--- src/rtl/blk_lock_pkg.sv ---
package blk_lock_pkg;
  typedef enum logic [2:0] {
    OP_IDLE    = 3'd0,
    OP_WRITE   = 3'd1,
    OP_ERASE   = 3'd2,
    OP_CHIP    = 3'd3,
    OP_SETLK   = 3'd4,
    OP_SETPERM = 3'd5,
    OP_CLRLK   = 3'd6,
    OP_RSVD    = 3'd7
  } lk_op_e;
endpackage

--- src/rtl/blk_addr_map.sv ---
module blk_addr_map #(
  parameter int ADDR_W  = 21,
  parameter int SMALL_W = 12,
  parameter int MAIN_W  = 15,
  parameter int N_SMALL = 8,
  parameter int IDX_W   = 7
) (
  input  logic [ADDR_W-1:0] addr,
  output logic [IDX_W-1:0]  idx
);
  localparam int HI_W = ADDR_W - MAIN_W;
  localparam int LO_W = MAIN_W - SMALL_W;

  logic [HI_W-1:0] hi;
  logic [LO_W-1:0] lo;

  assign hi = addr[ADDR_W-1:MAIN_W];
  assign lo = addr[MAIN_W-1:SMALL_W];

  // small blocks fill the first main-sized region; main blocks follow
  always_comb begin
    if (hi == '0) idx = IDX_W'(lo);
    else          idx = IDX_W'(hi) + IDX_W'(N_SMALL - 1);
  end
endmodule

--- src/rtl/blk_lock_store.sv ---
module blk_lock_store #(
  parameter int N_BLK = 71,
  parameter int IDX_W = 7
) (
  input  logic             clk,
  input  logic             rst_n,
  input  logic             set_en,
  input  logic [IDX_W-1:0] set_idx,
  input  logic             clr_all,
  input  logic             perm_set,
  output logic [N_BLK-1:0] lock_q,
  output logic             perm_q
);
  logic [N_BLK-1:0] lock_d;
  logic             perm_d;

  for (genvar g = 0; g < N_BLK; g++) begin : g_bit
    always_comb begin
      if (clr_all)                              lock_d[g] = 1'b0;
      else if (set_en && set_idx == IDX_W'(g))  lock_d[g] = 1'b1;
      else                                      lock_d[g] = lock_q[g];
    end

    always_ff @(posedge clk or negedge rst_n) begin
      if (!rst_n) lock_q[g] <= 1'b0;
      else        lock_q[g] <= lock_d[g];
    end
  end

  assign perm_d = perm_q | perm_set;

  always_ff @(posedge clk or negedge rst_n) begin
    if (!rst_n) perm_q <= 1'b0;
    else        perm_q <= perm_d;
  end
endmodule

--- src/rtl/blk_lock_arb.sv ---
module blk_lock_arb
  import blk_lock_pkg::*;
(
  input  logic   req_valid,
  input  lk_op_e op,
  input  logic   sel_locked,
  input  logic   any_locked,
  input  logic   perm_q,
  input  logic   wprot,
  output logic   grant_d,
  output logic   deny_d,
  output logic   set_en,
  output logic   clr_all,
  output logic   perm_set
);
  logic enforce;

  assign enforce = wprot | perm_q;

  always_comb begin
    grant_d  = 1'b0;
    deny_d   = 1'b0;
    set_en   = 1'b0;
    clr_all  = 1'b0;
    perm_set = 1'b0;
    if (req_valid) begin
      case (op)
        OP_WRITE, OP_ERASE: begin
          if (sel_locked && enforce) deny_d  = 1'b1;
          else                       grant_d = 1'b1;
        end
        OP_CHIP: begin
          if (any_locked && enforce) deny_d  = 1'b1;
          else                       grant_d = 1'b1;
        end
        OP_SETLK: begin
          if (perm_q) deny_d = 1'b1;
          else begin
            grant_d = 1'b1;
            set_en  = 1'b1;
          end
        end
        OP_CLRLK: begin
          if (perm_q) deny_d = 1'b1;
          else begin
            grant_d = 1'b1;
            clr_all = 1'b1;
          end
        end
        OP_SETPERM: begin
          grant_d  = 1'b1;
          perm_set = 1'b1;
        end
        default: ;
      endcase
    end
  end
endmodule

--- src/rtl/blk_lock_ctrl.sv ---
module blk_lock_ctrl
  import blk_lock_pkg::*;
#(
  parameter int ADDR_W  = 21,
  parameter int SMALL_W = 12,
  parameter int MAIN_W  = 15,
  parameter int N_BOOT  = 2,
  parameter int N_PARAM = 6
) (
  input  logic              clk,
  input  logic              rst_n,
  input  logic              req_valid,
  input  logic [2:0]        req_op,
  input  logic [ADDR_W-1:0] req_addr,
  input  logic              wprot,
  input  logic              clr_sts,
  output logic              grant,
  output logic              deny,
  output logic              lock_err
);
  localparam int N_SMALL = N_BOOT + N_PARAM;
  localparam int N_MAIN  = (1 << (ADDR_W - MAIN_W)) - 1;
  localparam int N_BLK   = N_SMALL + N_MAIN;
  localparam int IDX_W   = $clog2(N_BLK);

  logic [1:0]       rst_sync;
  logic             rst_sync_n;
  logic [IDX_W-1:0] blk_idx;
  logic [N_BLK-1:0] lock_q;
  logic             perm_q;
  logic             sel_locked;
  logic             any_locked;
  logic             grant_d, deny_d, err_d;
  logic             set_en, clr_all, perm_set;

  always_ff @(posedge clk or negedge rst_n) begin
    if (!rst_n) rst_sync <= 2'b00;
    else        rst_sync <= {rst_sync[0], 1'b1};
  end
  assign rst_sync_n = rst_sync[1];

  blk_addr_map #(
    .ADDR_W (ADDR_W),
    .SMALL_W(SMALL_W),
    .MAIN_W (MAIN_W),
    .N_SMALL(N_SMALL),
    .IDX_W  (IDX_W)
  ) u_map (
    .addr(req_addr),
    .idx (blk_idx)
  );

  blk_lock_store #(
    .N_BLK(N_BLK),
    .IDX_W(IDX_W)
  ) u_store (
    .clk     (clk),
    .rst_n   (rst_sync_n),
    .set_en  (set_en),
    .set_idx (blk_idx),
    .clr_all (clr_all),
    .perm_set(perm_set),
    .lock_q  (lock_q),
    .perm_q  (perm_q)
  );

  assign sel_locked = lock_q[blk_idx];
  assign any_locked = |lock_q;

  blk_lock_arb u_arb (
    .req_valid (req_valid),
    .op        (lk_op_e'(req_op)),
    .sel_locked(sel_locked),
    .any_locked(any_locked),
    .perm_q    (perm_q),
    .wprot     (wprot),
    .grant_d   (grant_d),
    .deny_d    (deny_d),
    .set_en    (set_en),
    .clr_all   (clr_all),
    .perm_set  (perm_set)
  );

  always_comb begin
    if (deny_d)       err_d = 1'b1;
    else if (clr_sts) err_d = 1'b0;
    else              err_d = lock_err;
  end

  always_ff @(posedge clk or negedge rst_sync_n) begin
    if (!rst_sync_n) begin
      grant    <= 1'b0;
      deny     <= 1'b0;
      lock_err <= 1'b0;
    end else begin
      grant    <= grant_d;
      deny     <= deny_d;
      lock_err <= err_d;
    end
  end
endmodule

--- config.mk ---
export PLATFORM = sky130hd
export DESIGN_NAME = blk_lock_ctrl
export DESIGN_NICKNAME = d
export VERILOG_FILES = /design/src/rtl/blk_lock_pkg.sv /design/src/rtl/blk_addr_map.sv /design/src/rtl/blk_lock_store.sv /design/src/rtl/blk_lock_arb.sv /design/src/rtl/blk_lock_ctrl.sv
export SDC_FILE = /design/constraint.sdc
export NUM_CORES = 1
export LEC_CHECK = 0
export BUFFER_PORTS_ARGS = -buffer_cell sky130_fd_sc_hd__clkbuf_2
export CORE_MARGIN = 8
export CORE_UTILIZATION = 60
export DETAILED_ROUTE_END_ITERATION = 10
export HOLD_SLACK_MARGIN = 0.1
export PLACE_DENSITY = 0.88
export SLEW_MARGIN = 10
export SYNTH_ARGS = -nofsm -noshare
export SYNTH_HDL_FRONTEND = slang
export SYNTH_HIERARCHICAL = 1
export SYNTH_SLANG_ARGS = --single-unit
--- constraint.sdc ---
create_clock -name clk -period 3.3 [get_ports clk]
set_input_delay 0.825 -clock clk [delete_from_list [all_inputs] [get_ports clk]]
set_output_delay 0.825 -clock clk [all_outputs]
set_load 0.005 [all_outputs]
Word-level counts from Yosys, hierarchy flattened
Cells that the tools add are included.

storage, ports and cells
  register bits after elaboration = 77
  bits in latches = 0
  bits in writable memories = 0
  bits in read-only memories = 0
  input port bits = 29
  output and inout bits = 3
  logic and storage cells = 469
  memories = 0

cells by class
  add/sub/neg operators = 1
  $mul = 0
  divide/modulo/power cells = 0
  order comparisons = 1
  equal/unequal tests = 76
  shift-type cells = 0
  multiplexer cells = 163
  bitwise operators = 2
  reductions and logical operators = 150

operators with widths
  operator                                             count
  equality test 7 x 6 -> 1 bit, second input constant  32
  two-way mux 1 bit                                    159
  nonzero test 2 bit                                   72
  equality test 7 x 5 -> 1 bit, second input constant  16
  logical AND 1 bit                                    73
  OR reduction 71 bit                                  1
  equality test 7 x 4 -> 1 bit, second input constant  8
  equality test 7 bit, second input constant           7
  equality test 7 x 3 -> 1 bit, second input constant  4
  equality test 7 x 2 -> 1 bit, second input constant  2
  equality test 3 bit, second input constant           3
  < comparator 7 x 8 -> 1 bit, second input constant   1
  adder 6 x 3 -> 7 bit, second input constant          1
  binary-select mux 1 bit (select 7 bit)               1
  equality test 7 x 1 -> 1 bit, second input constant  1
  zero test 7 bit                                      1
  two-way mux 7 bit                                    1
  equality test 3 x 2 -> 1 bit, second input constant  2
  zero test 6 bit                                      1
  case mux 1 bit (4 select lines)                      1
  OR reduction 2 bit                                   2
  equality test 3 x 1 -> 1 bit, second input constant  1
  case mux 1 bit (3 select lines)                      1
  OR 1 bit                                             2

Depth between registers and ports, before layout
  depth after elaboration = 9
  depth in mapped cells = 15
  depth with buffers taken out = 14

Cells and area by module
Netlist, hierarchy kept.

by module, submodules not included
  module          instances  cells each  area each (um^2)  sequential area each (um^2)
  blk_lock_store  1          266         2796.4            1801.7
  blk_lock_ctrl   1          78          923.4             125.1
  blk_lock_arb    1          27          185.2             0.0
  blk_addr_map    1          20          162.7             0.0

Worst setup path after synthesis
Ideal clock, no wire load.

  kind = input -> register
  start point = in req_addr[19]
  end point = reg lock_err
  setup time = 118 ps
  arrival = 3633 ps
  required time = 3182 ps
  slack = -451 ps
  stages on the path = 12
  path buffers = 1
  cells stage by stage = nor4_1 -> and2_4 -> mux2i_1 -> buf_6 -> mux4_1 -> mux4_2 -> nand3b_1 -> nand4_1 -> a21oi_1 -> a211oi_1 -> o211a_1 -> a21o_1

between the ends
  cells in the longest elaborated chain, start to end = 9
  elaborated cells between the ends (all ways) = 11
  classes of those cells = add/sub: 1; mux: 7; reduce/logical: 3

RTL lines
  what                                                            line                 text
  start, declared                                                 blk_lock_ctrl.sv:14  input logic [ADDR_W-1:0] req_addr,
  zero test 6 bit (*)                                             blk_addr_map.sv:22   if (hi == '0) idx = IDX_W'(lo);
  two-way mux 7 bit (*)                                           blk_addr_map.sv:22
  named net blk_idx[1]                                            blk_lock_ctrl.sv:28  logic [IDX_W-1:0] blk_idx;
  binary-select mux 1 bit (select 7 bit) (*)                      blk_lock_ctrl.sv:67  assign sel_locked = lock_q[blk_idx];
  two-way mux 1 bit (not written as such) (*)                     blk_lock_ctrl.sv:67
  named net sel_locked                                            blk_lock_ctrl.sv:31  logic sel_locked;
  logical AND 1 bit (*)                                           blk_lock_arb.sv:29   if (sel_locked && enforce) deny_d = 1'b1;
  two-way mux 1 bit (*)                                           blk_lock_arb.sv:29
  case mux 1 bit (3 select lines) (*)                             blk_lock_arb.sv:27   case (op)
  two-way mux 1 bit (*)                                           blk_lock_arb.sv:26   if (req_valid) begin
  named net deny_d                                                blk_lock_ctrl.sv:33  logic grant_d, deny_d, err_d;
  two-way mux 1 bit / nonzero test 2 bit (equally long branches)  n/a
  end signal, assigned                                            blk_lock_ctrl.sv:98  lock_err <= err_d;
  end, declared                                                   blk_lock_ctrl.sv:19  output logic lock_err

Mark *: on every way through the listed nets, which the timed path passes. The rest lies on a longest branch. The select of a mux whose other input is x is not followed.
A chain may end at the register's enable or synchronous reset.

Worst setup path in the final report
Same ends and word-level chain as after synthesis.

==> flow_summary.yaml <==
run_status:
  violations: "setup timing"
  status: "complete, but fails checks"
power:
  p_leak_nw: 2.12
  ir_drop_mv: 0.358
  powerDensity_nw_per_um2: 573
  p_switching_w: 0.000813
  pwr-share-clk_pct: 30.3
  comb_power_share_pct: 21.7
  p_int_w: 0.00184
  swShare_pct: 30.6
  seqPwrFrac_pct: 48.0
cts:
  cts.clk_slew.worst_paths_ns: 0.08
  insertion_delay_ns: 0.35
  clock_path_buffers: 2
  cts_tree: "yes"
  cts-root-buf: "clkbuf_8"
  cts_htree_levels: 3
  cts_buffers: 9
  cts.sinks: 77
floorplanning:
  fp-row-count: 30
  core_um2: 6680
  dieArea_um2: 9670
  start_util_pct: 60.9
  die_h_um: 98.3
  io_pins: 32
  die_w_um: 98.3
timing:
  final-max-slew-violation-count: 0
  tightest_slew_ns: 1.13
  max_freq_mhz: 281
  finalSetupTns_ns: -0.573
  fin_crit_sh_pct: 108
  finClkSkew_ns: 0.00938
  finalCriticalPeriod_ns: 3.56
  final_hold_viol_count: 0
  slew_headroom_pct: 24.7
  layout_setup_ws_ns: -0.257
  finalSetupViolations: 3
  rsz0062_at_grt: "yes"
synth:
  avgSynthCellArea_um2: 10.4
  syn-cell-area_um2: 4070
  ys_seq_area_share_pct: 47.4
  ys_types: 48
  synth-seq-cells: 77
  syn_nets: 422
  synth_enable_flop_cells: 0
  synth-async-reset-ratio_pct: 100
  ys_warn_count: 6
  synthFlopType: "dfrtp_1"
  postSynthCellCount: 391
grt:
  grt_pass1_wl_um: 16500
  antenna_found_initial: 0
  grt_pass1_vias: 3318
  overflow: 0
  track_usage_pct: 21.6
  grt_max_degree: 72
final_layout:
  drive_gt1_share_pct: 23.2
  num-fill-cells: 442
  fin_cells: 511
  nets: 457
  area_growth_pct: 13.8
  antennaDiodeCount: 0
critical_path:
  crit_chain: "buf_8, nor4_4, and2_4, mux2i_4, buf_12, mux4_2, mux4_2, nand3b_1, nand4_1, a21oi_2, a211oi_2, o211a_1, a21o_1"
  ff2ff_setup_slack_ns: 0.80
  critPathArrivalTime_ns: 3.80
  end_kind: "register"
  worstPathMaxFanout: 12
  cp-start-kind: "primary input"
  crit_slowest_cell: "mux4_2"
  required_ns: 3.55
  cpPeakStageDelay_ns: 0.50
  path_class: "primary input to register"
  cpMostUsedCell: "mux4_2"
placed_design:
  dp.cells: 495
  numPortBuffers: 19
  pre_cts_slack_ns: -0.713
  gp_congestion: 0.911
  place_hpwl_um: 7220
drt:
  vias_per_cell: 6.77
  postRouteAntennaNets: 0
  drc: 0
  wl_per_cell_um: 20.1
  wl_um: 10300
  vias: 3461
  drt_iter0_markers: 500
  drtPass1Iterations: 5
job:
  max-cap-violations: 0
min_path:
  hold_path.class: "primary input to async pin"
==> cell usage after synthesis, types with 7 or more instances <==
library cell   n  area, µm²
nand2_1       22       82.6
o22ai_1       48        300
mux4_2        11        248
a31oi_1       23        144
inv_1         53        199
mux4_1         8        210
nor2b_1        7       43.8
dfrtp_1       77       1930
nor2_1        31        116
clkbuf_1      11       41.3
nor4_1        19        119
buf_2          9       45.0
==> critical path, delay by kind of cell <==
| kind | cells | cell delay (ns) |
|---|---|---|
| and+or+nand+nor | 4 | 0.80 |
| muxes | 3 | 1.23 |
| AOI/OAI and AO/OA | 4 | 0.66 |
| buffers and inverters | 2 | 0.28 |
==> final timing paths <==
check / depth (start not counted) / startpoint / endpoint
worst max-delay path: 13 / req_addr[19] / lock_err
worst min-delay path: 1 / rst_n / rst_sync[1]
worst max register to register: 8 / u_store/lock_q[39] / lock_err
worst min register to register: 0 / rst_sync[0] / rst_sync[1]
max in group asynchronous: 1 / rst_sync[1] / u_store/lock_q[3]
min in group clk: 0 / rst_sync[0] / rst_sync[1]
==> cells in the final DEF, fill, tap and decap left out, drive strengths merged, types with 3 or more instances in the layout <==
cell type / instances
nand4: 6
o22ai: 48
a31oi: 23
dfrtp: 77
nand2b: 3
mux4: 19
mux2: 3
nor4: 19
nand2: 22
and2: 3
nor3: 5
inv: 56
clkbuf: 27
buf: 31
nand3: 4
nor3b: 3
a21oi: 3
mux2i: 4
nand3b: 6
and3b: 3
nor2b: 7
nor2: 32
==> per-layer routing <==
| metal | up-vias | part of all wire [%] | track usage, % |
|---|---|---|---|
| met5 | - | 0 | 0 |
| met4 | 0 | 3.9 | 11.5 |
| met3 | 38 | 11 | 6.97 |
| met2 | 265 | 48 | 33.9 |
| met1 | 1663 | 37 | 25.9 |
| li1 | 1495 | - | - |
==> layout make-up <==
type / count / area (µm²) / area share (%)
timing repair buffer: 49 / 347 / 7.48
tap: 80 / 100 / 2.16
clock buffer: 9 / 124 / 2.67
clock inverter: 7 / 105 / 2.27
multi-input combinational: 236 / 1830 / 39.5
inverter: 53 / 199 / 4.30
sequential: 77 / 1930 / 41.6
==> timing repair <==
action / 4_1_cts / 5_1_grt
hold buffers: 0 / 0
resized for setup: 4 / 3
pin swaps: 3 / 4
buffers inserted: 0 / 0
endpoints found under the setup margin: 3 / 3
==> power groups by stage <==
stage          registers [W]  clock network [W]  logic [W]
5_1_grt              0.00129           0.000858   0.000625
3_3_place_gp         0.00127                  0   0.000529
2_1_floorplan        0.00122                  0   0.000414
3_5_place_dp         0.00128                  0   0.000559
4_1_cts              0.00127           0.000815   0.000565
6_report             0.00127           0.000804   0.000575
==> sequential cells by signal (all words and copies together), names as in the netlist <==
signal          count
u_store/lock_q     71
deny                1
lock_err            1
grant               1
u_store/perm_q      1
rst_sync            2
==> kinds of logic (layout without fill, tap and decap cells) <==
family,count (synthesis),in the layout,share of synthesized area [%]
AO/OA/AOI/OAI,84,84,13.6
flip-flops,77,77,47.4
AND/OR/NAND/NOR,119,119,16.0
multiplexers,26,26,13.3
buffers and inverters,78,118,8.21
other,1,1,0.0922
adder cells (fa/ha/maj),2,2,0.615
XOR/XNOR,4,4,0.861
==> per-stage QoR <==
| stage | hold slack (ns) | cell area, µm² | total power (W) | utilization [%] |
|---|---|---|---|---|
| 2_1_floorplan | 0.331 | 4060 | 0.00164 | - |
| 3_3_place_gp | 0.338 | 4370 | 0.00180 | 65.4 |
| 3_5_place_dp | 0.336 | 4370 | 0.00184 | 65.4 |
| 4_1_cts | 0.232 | 4620 | 0.00265 | 69.2 |
| 5_1_grt | 0.224 | 4630 | 0.00277 | 69.3 |
| 6_report | 0.241 | 4630 | 0.00265 | 69.3 |
Power figures use the tool's default switching activity.
